**src/rtl/altreg_pkg.sv**
```systemverilog
package altreg_pkg;

  parameter int ALT_FREQ_W = 12;
  parameter int ALT_DUTY_W = 8;

  typedef logic [ALT_DUTY_W-1:0] duty_t;
  typedef logic [ALT_FREQ_W-1:0] freq_t;

  typedef enum logic [2:0] {
    M_SLEEP    = 3'd0,
    M_WAKE     = 3'd1,
    M_PREX     = 3'd2,
    M_REG_LRC  = 3'd3,
    M_REG_FREE = 3'd4,
    M_FORCE    = 3'd5
  } mode_e;

  localparam duty_t DUTY_FULL = '1;

  // true in any mode that regulates against the setpoint
  function automatic logic in_regulation(input mode_e m);
    return (m == M_REG_LRC) || (m == M_REG_FREE) || (m == M_FORCE);
  endfunction

  // true in the modes guarded by the millisecond window
  function automatic logic in_startup(input mode_e m);
    return (m == M_WAKE) || (m == M_PREX);
  endfunction

  // duty while regulating: floor when the battery is fine,
  // otherwise full field or the ramp cap (never under the floor)
  function automatic duty_t regulate_duty(input logic lrc_on, input logic low,
                                          input duty_t floor_v, input duty_t cap_v);
    if (!low)    return floor_v;
    if (!lrc_on) return DUTY_FULL;
    return (cap_v > floor_v) ? cap_v : floor_v;
  endfunction

endpackage

```
**src/rtl/altreg_window_timer.sv**
```systemverilog
module altreg_window_timer #(
  parameter int LIMIT = 100,
  localparam int CW = $clog2(LIMIT + 1)
) (
  input  logic clk,
  input  logic rst_n,
  input  logic restart,
  input  logic tick,
  output logic expired
);

  logic [CW-1:0] cnt_q;

  always_ff @(posedge clk or negedge rst_n) begin
    if (!rst_n)                                  cnt_q <= '0;
    else if (restart)                            cnt_q <= '0;
    else if (tick && (cnt_q != CW'(LIMIT)))      cnt_q <= cnt_q + 1'b1;
  end

  assign expired = (cnt_q == CW'(LIMIT));

endmodule

```
**src/rtl/altreg_force_guard.sv**
```systemverilog
module altreg_force_guard #(
  parameter int CYCLES = 8,
  localparam int CW = (CYCLES > 1) ? $clog2(CYCLES) : 1
) (
  input  logic clk,
  input  logic rst_n,
  input  logic active,
  input  logic miss,
  output logic give_up
);

  logic [CW-1:0] cnt_q;

  always_ff @(posedge clk or negedge rst_n) begin
    if (!rst_n)        cnt_q <= '0;
    else if (!active)  cnt_q <= '0;
    else if (miss)     cnt_q <= cnt_q + 1'b1;
  end

  assign give_up = active && miss && (cnt_q == CW'(CYCLES - 1));

endmodule

```
**src/rtl/altreg_duty_sel.sv**
```systemverilog
module altreg_duty_sel
  import altreg_pkg::*;
(
  input  mode_e mode,
  input  logic  batt_low,
  input  duty_t duty_min,
  input  duty_t lrc_cap,
  output duty_t duty,
  output logic  exc_en
);

  always_comb begin
    unique case (mode)
      M_SLEEP:    duty = '0;
      M_WAKE:     duty = DUTY_FULL;
      M_PREX:     duty = duty_min;
      M_REG_LRC:  duty = regulate_duty(1'b1, batt_low, duty_min, lrc_cap);
      M_REG_FREE: duty = regulate_duty(1'b0, batt_low, duty_min, lrc_cap);
      M_FORCE:    duty = DUTY_FULL;
      default:    duty = '0;
    endcase
  end

  assign exc_en = (mode != M_SLEEP);

endmodule

```
**src/rtl/altreg_mode_ctrl.sv**
```systemverilog
module altreg_mode_ctrl
  import altreg_pkg::*;
#(
  parameter int TIMEOUT_MS   = 100,
  parameter int FORCE_CYCLES = 8,
  localparam int FREQ_W = ALT_FREQ_W,
  localparam int DUTY_W = ALT_DUTY_W
) (
  input  logic              clk,
  input  logic              rst_n,
  input  logic              ms_tick,
  input  logic [FREQ_W-1:0] phase_freq,
  input  logic              phase_edge,
  input  logic              phase_active,
  input  logic              cycle_strobe,
  input  logic              high_phase,
  input  logic              batt_low,
  input  logic              lin_timeout,
  input  logic              lin_sleep_cmd,
  input  logic              cfg_lin_sleep_en,
  input  logic              cfg_phreg_en,
  input  logic [FREQ_W-1:0] thr_stop,
  input  logic [FREQ_W-1:0] thr_start,
  input  logic [FREQ_W-1:0] thr_lrc,
  input  logic [DUTY_W-1:0] duty_min,
  input  logic [DUTY_W-1:0] lrc_cap,
  output logic [2:0]        mode,
  output logic [DUTY_W-1:0] duty,
  output logic              exc_en
);

  mode_e state_q, state_d;
  logic  vreg_seen_q;
  logic  ret_free_q;
  logic  phreg_on_q;

  // named events, also watched by the checker
  logic sleep_req, above_start, below_stop, above_lrc, below_lrc;
  logic miss_strobe, hit_strobe, force_entry, lrc_release;
  logic win_restart, win_expired, give_up;

  assign sleep_req   = (lin_timeout && !phase_active) || (lin_sleep_cmd && cfg_lin_sleep_en);
  assign above_start = phase_freq > thr_start;
  assign below_stop  = phase_freq < thr_stop;
  assign above_lrc   = phase_freq > thr_lrc;
  assign below_lrc   = phase_freq < thr_lrc;
  assign miss_strobe = cycle_strobe && !high_phase;
  assign hit_strobe  = cycle_strobe && high_phase;
  assign force_entry = phreg_on_q && miss_strobe;
  assign lrc_release = above_lrc && (vreg_seen_q || !batt_low);

  altreg_window_timer #(.LIMIT(TIMEOUT_MS)) u_window (
    .clk     (clk),
    .rst_n   (rst_n),
    .restart (win_restart),
    .tick    (ms_tick),
    .expired (win_expired)
  );

  altreg_force_guard #(.CYCLES(FORCE_CYCLES)) u_guard (
    .clk     (clk),
    .rst_n   (rst_n),
    .active  (state_q == M_FORCE),
    .miss    (miss_strobe),
    .give_up (give_up)
  );

  mode_e origin;
  assign origin = ret_free_q ? M_REG_FREE : M_REG_LRC;

  always_comb begin
    state_d = state_q;
    unique case (state_q)
      M_SLEEP: begin
        if (!sleep_req && phase_edge) state_d = M_WAKE;
      end
      M_WAKE: begin
        if (sleep_req)        state_d = M_SLEEP;
        else if (above_start) state_d = M_PREX;
        else if (win_expired) state_d = M_SLEEP;
      end
      M_PREX: begin
        if (sleep_req)        state_d = M_SLEEP;
        else if (above_start) state_d = M_REG_LRC;
        else if (win_expired) state_d = M_SLEEP;
      end
      M_REG_LRC: begin
        if (sleep_req)        state_d = M_SLEEP;
        else if (below_stop)  state_d = M_PREX;
        else if (force_entry) state_d = M_FORCE;
        else if (lrc_release) state_d = M_REG_FREE;
      end
      M_REG_FREE: begin
        if (sleep_req)        state_d = M_SLEEP;
        else if (below_stop)  state_d = M_PREX;
        else if (force_entry) state_d = M_FORCE;
        else if (below_lrc)   state_d = M_REG_LRC;
      end
      M_FORCE: begin
        if (sleep_req)                state_d = M_SLEEP;
        else if (below_stop)          state_d = M_PREX;
        else if (hit_strobe || give_up) state_d = origin;
      end
      default: state_d = M_SLEEP;
    endcase
  end

  // restart the window on every entry into a start-up mode
  assign win_restart = (state_d != state_q) && in_startup(state_d);

  always_ff @(posedge clk or negedge rst_n) begin
    if (!rst_n) begin
      state_q     <= M_SLEEP;
      vreg_seen_q <= 1'b0;
      ret_free_q  <= 1'b0;
      phreg_on_q  <= 1'b0;
    end else begin
      state_q <= state_d;

      if (!in_regulation(state_q))                vreg_seen_q <= 1'b0;
      else if (state_q == M_REG_LRC && !batt_low) vreg_seen_q <= 1'b1;

      if (state_d == M_FORCE && state_q != M_FORCE)
        ret_free_q <= (state_q == M_REG_FREE);

      if (state_q == M_SLEEP) phreg_on_q <= cfg_phreg_en;
      else if (give_up)       phreg_on_q <= 1'b0;
    end
  end

  altreg_duty_sel u_duty (
    .mode     (state_q),
    .batt_low (batt_low),
    .duty_min (duty_min),
    .lrc_cap  (lrc_cap),
    .duty     (duty),
    .exc_en   (exc_en)
  );

  assign mode = state_q;

endmodule

```
**config.mk**
```make
export PLATFORM = sky130hd
export DESIGN_NAME = altreg_mode_ctrl
export DESIGN_NICKNAME = d
export VERILOG_FILES = /design/src/rtl/altreg_pkg.sv /design/src/rtl/altreg_window_timer.sv /design/src/rtl/altreg_force_guard.sv /design/src/rtl/altreg_duty_sel.sv /design/src/rtl/altreg_mode_ctrl.sv
export SDC_FILE = /design/constraint.sdc
export NUM_CORES = 1
export LEC_CHECK = 0
export BUFFER_PORTS_ARGS = -buffer_cell sky130_fd_sc_hd__buf_2
export CAP_MARGIN = 0
export CORE_MARGIN = 5
export CORE_UTILIZATION = 53
export CTS_BUF_LIST = sky130_fd_sc_hd__clkbuf_8
export CTS_CLUSTER_SIZE = 24
export DETAILED_ROUTE_END_ITERATION = 10
export PLACE_DENSITY = 0.91
export SLEW_MARGIN = 30
export SYNTH_ARGS = -nofsm -noshare
export SYNTH_HDL_FRONTEND = slang
export SYNTH_HIERARCHICAL = 1
export SYNTH_SLANG_ARGS = --single-unit
```
**constraint.sdc**
```tcl
create_clock -name clk -period 4.3 [get_ports clk]
set_input_delay 0.86 -clock clk [delete_from_list [all_inputs] [get_ports clk]]
set_output_delay 0.86 -clock clk [all_outputs]
set_load 0.03 [all_outputs]
```
==> impl_results.html, run 1 <==
<table>
<tr><th>Metric</th><th>Value</th></tr>
<tr><th colspan="2">Clocking</th></tr>
<tr><td>Number of CTS-inserted buffers</td><td>3</td></tr>
<tr><td>Total number of H-tree levels</td><td>1</td></tr>
<tr><td>Buffer count from post-CTS setup fixing</td><td>0</td></tr>
<tr><td>Count of hold-fix buffers inserted at cts</td><td>0</td></tr>
<tr><td>Post-cts sizing count</td><td>0</td></tr>
<tr><td>Sink count of the clock tree</td><td>16</td></tr>
<tr><td>TritonCTS clock tree</td><td>done</td></tr>
<tr><td>Clock tree buffer depth</td><td>2</td></tr>
<tr><td>Insertion delay of the later-clocked pin in the worst-skew pair</td><td>0.25 ns</td></tr>
<tr><td>Clock transition at the registers of the reported paths</td><td>0.06 ns</td></tr>
<tr><td>Root buf cell</td><td>clkbuf_8</td></tr>
<tr><th colspan="2">Route</th></tr>
<tr><td>Final routed wire length divided by cell count</td><td>14.45 µm</td></tr>
<tr><td>Number of routed nets with antenna violations</td><td>0</td></tr>
<tr><td>Drt first pass iters</td><td>4</td></tr>
<tr><td>Total number of vias</td><td>2755</td></tr>
<tr><td>DRC Markers</td><td>0</td></tr>
<tr><td>Detailed router's first-iteration violation count</td><td>99</td></tr>
<tr><td>Sum of routed wire length over all layers</td><td>6.705 mm</td></tr>
<tr><td>Via density</td><td>5.938</td></tr>
<tr><th colspan="2">Logic synthesis</th></tr>
<tr><td>Synthesized-area fraction occupied by adder cells</td><td>0.2322</td></tr>
<tr><td>Number of synthesis warnings</td><td>6</td></tr>
<tr><td>Area of the mapped netlist</td><td>2532 µm²</td></tr>
<tr><td>Register area share after synthesis</td><td>0.1581</td></tr>
<tr><td>Ranking of synthesized cells by area</td><td>ha_1 (23%), dfrtp_1 (16%), inv_1 (7.7%), a21oi_1 (6.7%), nand4_1 (4.7%)</td></tr>
<tr><td>Number of enable-type register cells in the synthesized netlist</td><td>0</td></tr>
<tr><td>Fraction of registers with async set or reset after synthesis</td><td>1.000</td></tr>
<tr><td>Yosys top cell area share</td><td>0.2322</td></tr>
<tr><td>Post-synthesis share of cell area spent on xor and xnor gates</td><td>0.01038</td></tr>
<tr><td>Synth Area in Simple Gates</td><td>0.2327</td></tr>
<tr><td>Largest family of logic cells by synthesized area</td><td>compound AO/OA/AOI/OAI gates</td></tr>
<tr><td>Post-synthesis sequential element count</td><td>16</td></tr>
<tr><td>Mux contribution to synthesized area</td><td>0.01630</td></tr>
<tr><td>Library cells used by synthesis</td><td>56</td></tr>
<tr><td>Compound-Gate Fraction of Synth Area</td><td>0.2609</td></tr>
<tr><td>Post-synthesis average cell area</td><td>7.865 µm²</td></tr>
<tr><td>Most used flip-flop cell after synthesis</td><td>dfrtp_1</td></tr>
<tr><td>Post-synthesis cell count</td><td>322</td></tr>
<tr><td>Synthesized Nets</td><td>445</td></tr>
<tr><td>Library cell with the largest summed area after synthesis</td><td>ha_1</td></tr>
<tr><th colspan="2">Power</th></tr>
<tr><td>Cell area power density</td><td>328.1 nW/µm²</td></tr>
<tr><td>Leakage power figure</td><td>0.001666 µW</td></tr>
<tr><td>Worst-case vdd ir drop</td><td>0.0002017 V</td></tr>
<tr><th colspan="2">GRT</th></tr>
<tr><td>Vias in the first global route</td><td>2746</td></tr>
<tr><td>Pin count of the biggest net entering global routing</td><td>18</td></tr>
<tr><td>All-Layer GR Usage</td><td>0.2167</td></tr>
<tr><td>Antenna violations before repair</td><td>0</td></tr>
<tr><td>First-pass GRT wire length</td><td>11.36 mm</td></tr>
<tr><td>Overall overflow remaining after global route</td><td>0</td></tr>
<tr><th colspan="2">Critical path</th></tr>
<tr><td>Capturing element type of the critical path</td><td>register</td></tr>
<tr><td>Nature of the critical path startpoint</td><td>input pin</td></tr>
<tr><td>Critical path data arrival time</td><td>3.95 ns</td></tr>
<tr><td>Crit path required time</td><td>4.42 ns</td></tr>
<tr><td>Crit path kind</td><td>input pin to register</td></tr>
<tr><td>Crit path max fanout</td><td>6</td></tr>
<tr><td>Number of cell instances on the worst register-to-register path</td><td>12</td></tr>
<tr><td>Reg2reg end</td><td>u_window/cnt_q[0]</td></tr>
<tr><td>Slack of the worst reg-to-reg path</td><td>0.72 ns</td></tr>
<tr><td>Worst r2r src</td><td>mode[1]</td></tr>
<tr><th colspan="2">Worst hold path</th></tr>
<tr><td>Number of stages on the worst hold path</td><td>2</td></tr>
<tr><td>Hold crit path type</td><td>register to register</td></tr>
<tr><td>Hold Path Origin</td><td>vreg_seen_q</td></tr>
<tr><td>Endpoint with the worst hold slack</td><td>vreg_seen_q</td></tr>
<tr><th colspan="2">Final layout</th></tr>
<tr><td>Layout area overhead</td><td>21.69%</td></tr>
<tr><td>Highest-count cells in the layout ignoring fill and taps</td><td>buf_2 (87), inv_1 (52), ha_1 (47)</td></tr>
<tr><td>Share of final-layout standard cells stronger than drive strength 1</td><td>0.2927</td></tr>
<tr><td>Most common library cell in the layout ignoring fill and taps</td><td>buf_2</td></tr>
<tr><td>Post-layout utilization of the core</td><td>0.6568</td></tr>
<tr><td>Diode insertion count for antenna repair</td><td>0</td></tr>
<tr><td>Net count reported at finish</td><td>534</td></tr>
<tr><th colspan="2">Die</th></tr>
<tr><td>Die outline area</td><td>6261 µm²</td></tr>
<tr><td>Area inside the core boundary</td><td>4692 µm²</td></tr>
<tr><td>Count of pins on the block boundary</td><td>88</td></tr>
<tr><td>X dimension of the die</td><td>79.13 µm</td></tr>
<tr><td>Die Ht</td><td>79.13 µm</td></tr>
<tr><td>Initial cell density of the core</td><td>0.5397</td></tr>
<tr><td>Row cnt</td><td>25</td></tr>
<tr><th colspan="2">STA</th></tr>
<tr><td>Unrepaired setup endpoints after global routing</td><td>no</td></tr>
<tr><td>Final hold violations</td><td>0</td></tr>
<tr><td>Min Clock Period, post-route</td><td>3.823 ns</td></tr>
<tr><td>Total Negative Setup Slacks</td><td>0 ns</td></tr>
<tr><td>Setup Viol. Count Final</td><td>0</td></tr>
<tr><td>Setup Skew</td><td>0.001064 ns</td></tr>
<tr><td>Slew at the pin with the worst max-slew slack</td><td>0.5849 ns</td></tr>
<tr><td>Slew Limit Fails</td><td>0</td></tr>
<tr><td>FMAX</td><td>261.6 MHz</td></tr>
<tr><td>Worst max-slew margin expressed relative to the limit</td><td>0.6088</td></tr>
<tr><td>WHS</td><td>0.4891 ns</td></tr>
<tr><td>Final Cycle Share</td><td>0.8891</td></tr>
<tr><th colspan="2">Place</th></tr>
<tr><td>Count of input and output buffers</td><td>87</td></tr>
<tr><td>Global placement routability congestion</td><td>0.8584</td></tr>
<tr><td>Dpl hpwl</td><td>5.724 mm</td></tr>
<tr><th colspan="2">Job</th></tr>
<tr><td>Number of maximum-capacitance constraint violations</td><td>0</td></tr>
<tr><th colspan="2">Run status</th></tr>
<tr><td>Run status</td><td>completed</td></tr>
</table>
[routing by layer]
metal  part of all wire  global-route usage
met5                  0                   0
met4              0.010             0.05842
met2               0.49              0.3847
met1               0.42              0.2663
met3              0.079             0.04082
[sequential cells by signal, summed over array words and instances (netlist names)]
register	count
u_window/cnt_q	7
u_guard/cnt_q	3
phreg_on_q	1
mode	3
ret_free_q	1
vreg_seen_q	1
[Yosys cell counts, types with 3 or more instances]
library cell,n
inv_1,52
ha_1,47
a21oi_1,34
nand2_1,27
nand4_1,19
dfrtp_1,16
o21ai_0,12
nor2b_1,11
nor2_1,10
o211ai_2,9
nand3_1,6
nor3_1,6
nand2b_1,5
a21o_1,4
clkbuf_1,4
a211oi_1,3
and2_1,3
and3_1,3
mux2i_1,3
or3_1,3
[cells by family after synthesis]
family / after synthesis
simple gates: 104
compound gates: 90
buf+inv: 58
fa+ha+maj: 47
flops: 16
mux: 4
xor+xnor: 3
[report_power, final]
| group | switching [µW] | internal (µW) |
|---|---|---|
| clock | 50.6 | 81.2 |
| combinational | 391 | 252 |
| sequential | 55.3 | 181 |
[worst max-delay path by stage]
stage	from	end	slack, ns
finish	phase_freq[2]	u_window/cnt_q[0]	0.48
global route	phase_freq[2]	u_window/cnt_q[0]	0.32
CTS	phase_freq[2]	u_window/cnt_q[0]	0.47
detailed placement	phase_freq[2]	u_window/cnt_q[0]	0.19
global placement	phase_freq[2]	u_window/cnt_q[0]	0.34
floorplan	thr_lrc[2]	u_window/cnt_q[0]	0.63
[layout make-up]
cell class / count / area, µm²
fillers: 378 / 1610
flip-flops and latches: 16 / 400.4
well taps: 54 / 67.56
multi-input cells: 248 / 1906
inverters: 52 / 195.2
clock buffers: 4 / 55.05
repair buffers: 90 / 457.9
[worst max-delay path, stage by stage]
cell      delay (ns)
buf_2           0.12
ha_1            0.30
a21o_1          0.18
a221o_1         0.35
a221oi_2        0.30
nand3_1         0.15
o221a_1         0.31
o221ai_2        0.21
xnor2_1         0.14
o211a_1         0.28
nor2_1          0.08
and3b_1         0.16
or4_1           0.50
[metrics by stage]
stage / setup slack [ns] / instances / instance area (µm²) / total power, µW
after floorplan: 0.6274 / 322 / 2532 / 691.7
after global placement: 0.3412 / 460 / 3027 / 847.9
after detailed placement: 0.1851 / 460 / 3027 / 878.4
after CTS: 0.4698 / 464 / 3082 / 1013
final: 0.4767 / 464 / 3082 / 1011
after global routing: 0.3179 / 464 / 3082 / 1104
No activity file was read; power rests on OpenSTA's default activity.
==> run 2: changes to the inputs <==
--- a/config.mk
+++ b/config.mk
@@ -8,11 +8,11 @@
 export BUFFER_PORTS_ARGS = -buffer_cell sky130_fd_sc_hd__buf_2
 export CAP_MARGIN = 0
 export CORE_MARGIN = 5
-export CORE_UTILIZATION = 53
+export CORE_UTILIZATION = 29
 export CTS_BUF_LIST = sky130_fd_sc_hd__clkbuf_8
 export CTS_CLUSTER_SIZE = 24
 export DETAILED_ROUTE_END_ITERATION = 10
-export PLACE_DENSITY = 0.91
+export PLACE_DENSITY = 0.58
 export SLEW_MARGIN = 30
 export SYNTH_ARGS = -nofsm -noshare
 export SYNTH_HDL_FRONTEND = slang
==> run 2 against run 1 <==
Compared with the run above:
- routed wire length down 0.61%
- maximum frequency up 1.3%
- largest power group unchanged
- power down 0.14%
- largest cell class unchanged
==> impl_results.html, run 2 (synthesized netlist as in run 1, its figures left out) <==
<table>
<tr><th>Metric</th><th>Value</th></tr>
<tr><th colspan="2">Final layout</th></tr>
<tr><td>Top reg by flops</td><td>u_window/cnt_q</td></tr>
<tr><td>Post-layout utilization of the core</td><td>0.3655 (-0.2913)</td></tr>
<tr><td>Diode insertion count for antenna repair</td><td>0 (unchanged)</td></tr>
<tr><td>Number of non-filler instances in the completed layout</td><td>519 (+12%)</td></tr>
<tr><td>Most common library cell in the layout ignoring fill and taps</td><td>buf_2</td></tr>
<tr><td>Layout area overhead</td><td>24.65%</td></tr>
<tr><td>Net count reported at finish</td><td>535 (+0.19%)</td></tr>
<tr><td>Highest-count cells in the layout ignoring fill and taps</td><td>buf_2 (87), inv_1 (52), ha_1 (47)</td></tr>
<tr><td>Share of final-layout standard cells stronger than drive strength 1</td><td>0.2944 (+0.001721)</td></tr>
<tr><td>Number of flip-flops in the largest register</td><td>7 (unchanged)</td></tr>
<tr><th colspan="2">Route</th></tr>
<tr><td>Total number of vias</td><td>2611 (-5.2%)</td></tr>
<tr><td>Final routed wire length divided by cell count</td><td>12.84 µm (-11%)</td></tr>
<tr><td>Via density</td><td>5.031 (-15%)</td></tr>
<tr><td>Sum of routed wire length over all layers</td><td>6.664 mm (-0.61%)</td></tr>
<tr><td>DRC Markers</td><td>0 (unchanged)</td></tr>
<tr><td>Number of routed nets with antenna violations</td><td>0 (unchanged)</td></tr>
<tr><td>Detailed router's first-iteration violation count</td><td>60 (-39%)</td></tr>
<tr><td>Drt first pass iters</td><td>4 (unchanged)</td></tr>
<tr><th colspan="2">Die</th></tr>
<tr><td>Die outline area</td><td>10700 µm² (+71%)</td></tr>
<tr><td>Count of pins on the block boundary</td><td>88 (unchanged)</td></tr>
<tr><td>Row cnt</td><td>34 (+36%)</td></tr>
<tr><td>Area inside the core boundary</td><td>8636 µm² (+84%)</td></tr>
<tr><td>Initial cell density of the core</td><td>0.2932 (-0.2465)</td></tr>
<tr><td>Die Ht</td><td>103.4 µm (+31%)</td></tr>
<tr><td>X dimension of the die</td><td>103.4 µm (+31%)</td></tr>
<tr><th colspan="2">Critical path</th></tr>
<tr><td>Delay of the slowest critical-path stage</td><td>0.52 ns (+0.02 ns)</td></tr>
<tr><td>Worst r2r src</td><td>mode[1]</td></tr>
<tr><td>Critical path data arrival time</td><td>3.90 ns (-0.05 ns)</td></tr>
<tr><td>Crit path required time</td><td>4.42 ns (about the same)</td></tr>
<tr><td>Crit path kind</td><td>input pin to register</td></tr>
<tr><td>Crit path cell chain</td><td>buf_2 &gt; ha_1 &gt; a21o_1 &gt; a221o_1 &gt; a221oi_2 &gt; nand3_1 &gt; o221a_1 &gt; o221ai_2 &gt; xnor2_1 &gt; o211a_1 &gt; nor2_1 &gt; and3b_1 &gt; or4_1</td></tr>
<tr><td>Count of buffer and inverter cells on the critical path</td><td>1 (unchanged)</td></tr>
<tr><td>Capturing element type of the critical path</td><td>register</td></tr>
<tr><td>Nature of the critical path startpoint</td><td>input pin</td></tr>
<tr><td>Number of cell instances on the worst register-to-register path</td><td>12 (unchanged)</td></tr>
<tr><td>Logic depth of the worst setup path including buffers</td><td>13 (unchanged)</td></tr>
<tr><td>Slowest cell on the critical path</td><td>or4_1</td></tr>
<tr><td>Crit path max fanout</td><td>5 (-1)</td></tr>
<tr><td>Slack of the worst reg-to-reg path</td><td>0.96 ns (+0.24 ns)</td></tr>
<tr><td>Crit-path leading delay family</td><td>compound AO/OA/AOI/OAI gates</td></tr>
<tr><td>Reg2reg end</td><td>u_window/cnt_q[0]</td></tr>
<tr><th colspan="2">GRT</th></tr>
<tr><td>Pin count of the biggest net entering global routing</td><td>18 (unchanged)</td></tr>
<tr><td>First-pass GRT wire length</td><td>10.93 mm (-3.8%)</td></tr>
<tr><td>Antenna violations before repair</td><td>0 (unchanged)</td></tr>
<tr><td>Vias in the first global route</td><td>2564 (-6.6%)</td></tr>
<tr><td>Overall overflow remaining after global route</td><td>0 (unchanged)</td></tr>
<tr><td>All-Layer GR Usage</td><td>0.1231 (-0.09363)</td></tr>
<tr><th colspan="2">STA</th></tr>
<tr><td>Final Cycle Share</td><td>0.8780 (-0.01110)</td></tr>
<tr><td>Final hold violations</td><td>0 (unchanged)</td></tr>
<tr><td>Setup Skew</td><td>0.008673 ns (+0.007609 ns)</td></tr>
<tr><td>Final setup margin</td><td>0.5245 ns (+0.04774 ns)</td></tr>
<tr><td>Slew at the pin with the worst max-slew slack</td><td>0.5573 ns (-0.02759 ns)</td></tr>
<tr><td>WHS</td><td>0.4819 ns (-0.007239 ns)</td></tr>
<tr><td>Min Clock Period, post-route</td><td>3.776 ns (-0.04774 ns)</td></tr>
<tr><td>Slew Limit Fails</td><td>0 (unchanged)</td></tr>
<tr><td>Total Negative Setup Slacks</td><td>0 ns (unchanged)</td></tr>
<tr><td>Unrepaired setup endpoints after global routing</td><td>no</td></tr>
<tr><td>FMAX</td><td>264.9 MHz (+1.3%)</td></tr>
<tr><td>Worst max-slew margin expressed relative to the limit</td><td>0.6272 (+0.01846)</td></tr>
<tr><td>Setup Viol. Count Final</td><td>0 (unchanged)</td></tr>
<tr><th colspan="2">Clocking</th></tr>
<tr><td>Buffer count from post-CTS setup fixing</td><td>0 (unchanged)</td></tr>
<tr><td>Count of hold-fix buffers inserted at cts</td><td>0 (unchanged)</td></tr>
<tr><td>Clock transition at the registers of the reported paths</td><td>0.07 ns (about the same)</td></tr>
<tr><td>Post-cts sizing count</td><td>0 (unchanged)</td></tr>
<tr><td>Insertion delay of the later-clocked pin in the worst-skew pair</td><td>0.25 ns (about the same)</td></tr>
<tr><td>TritonCTS clock tree</td><td>done</td></tr>
<tr><td>Sink count of the clock tree</td><td>16 (unchanged)</td></tr>
<tr><td>Total number of H-tree levels</td><td>1 (unchanged)</td></tr>
<tr><td>Clock tree buffer depth</td><td>2 (unchanged)</td></tr>
<tr><td>Root buf cell</td><td>clkbuf_8</td></tr>
<tr><td>Number of CTS-inserted buffers</td><td>3 (unchanged)</td></tr>
<tr><th colspan="2">Power</th></tr>
<tr><td>Leakage power figure</td><td>0.001671 µW (+0.32%)</td></tr>
<tr><td>Cell area power density</td><td>319.9 nW/µm² (-2.5%)</td></tr>
<tr><td>Worst-case vdd ir drop</td><td>0.0001281 V (-36%)</td></tr>
<tr><th colspan="2">Worst hold path</th></tr>
<tr><td>Number of stages on the worst hold path</td><td>2 (unchanged)</td></tr>
<tr><td>Hold Path Origin</td><td>vreg_seen_q</td></tr>
<tr><td>Endpoint with the worst hold slack</td><td>vreg_seen_q</td></tr>
<tr><td>Hold crit path type</td><td>register to register</td></tr>
<tr><th colspan="2">Job</th></tr>
<tr><td>Number of maximum-capacitance constraint violations</td><td>0 (unchanged)</td></tr>
<tr><th colspan="2">Place</th></tr>
<tr><td>Count of input and output buffers</td><td>87 (unchanged)</td></tr>
<tr><td>Instance count after placement with tap cells included</td><td>515 (+12%)</td></tr>
<tr><td>Setup WS pre-CTS</td><td>0.2789 ns (+0.09383 ns)</td></tr>
<tr><td>Global placement routability congestion</td><td>0.8278 (-3.6%)</td></tr>
<tr><td>Dpl hpwl</td><td>5.825 mm (+1.8%)</td></tr>
<tr><th colspan="2">Run status</th></tr>
<tr><td>Run status</td><td>completed</td></tr>
</table>
==> run 2: cell count changes in the layout (fill, tap and decap cells not counted) <==
| cell | before | now |
|---|---|---|
| buf_4 | 3 | 4 |
==> run 2: worst max path at each step <==
stage                        from                 to  slack [ns]
global placement    phase_freq[2]  u_window/cnt_q[0]        0.35
CTS                 phase_freq[2]  u_window/cnt_q[0]        0.54
floorplan              thr_lrc[2]  u_window/cnt_q[0]        0.63
detailed placement  phase_freq[2]  u_window/cnt_q[0]        0.28
finish              phase_freq[2]  u_window/cnt_q[0]        0.52
global route        phase_freq[2]  u_window/cnt_q[0]        0.35
==> run 2: area by class of cell <==
type / count / area, µm²
fillers: 914 / 5479
multi-input cells: 248 / 1906
repair buffers: 91 / 465.4
flip-flops and latches: 16 / 400.4
inverters: 52 / 195.2
well taps: 108 / 135.1
clock buffers: 4 / 55.05
==> run 2: report_power, final <==
| group | leakage, µW | internal, µW | switching [µW] | total (µW) |
|---|---|---|---|---|
| clock network | 0.0000288 | 81.2 | 51.3 | 132 |
| logic | 0.00143 | 257 | 399 | 655 |
| registers | 0.000215 | 181 | 41.0 | 222 |
| total | 0.00167 | 519 | 491 | 1010 |
==> run 2: stage by stage <==
| stage | instance area [µm²] | power, µW |
|---|---|---|
| after CTS | 3157 | 1015 |
| after floorplan | 2532 | 691.7 |
| final | 3157 | 1010 |
| after detailed placement | 3102 | 879.2 |
| after global placement | 3102 | 864.1 |
| after global routing | 3157 | 1095 |
==> run 2: routing by layer <==
| metal | share of wire | global-route usage | vias to the layer above |
|---|---|---|---|
| li1 | - | - | 1352 |
| met1 | 0.45 | 0.1564 | 1197 |
| met2 | 0.49 | 0.2275 | 60 |
| met3 | 0.060 | 0.01543 | 2 |
| met4 | 0.0026 | 0.01494 | 0 |
| met5 | 0 | 0 | - |
==> run 2: worst min-delay path, cell delays in order (launching register included) <==
cell,delay [ns]
dfrtp_1,0.34
nand2_1,0.05
o31ai_1,0.05
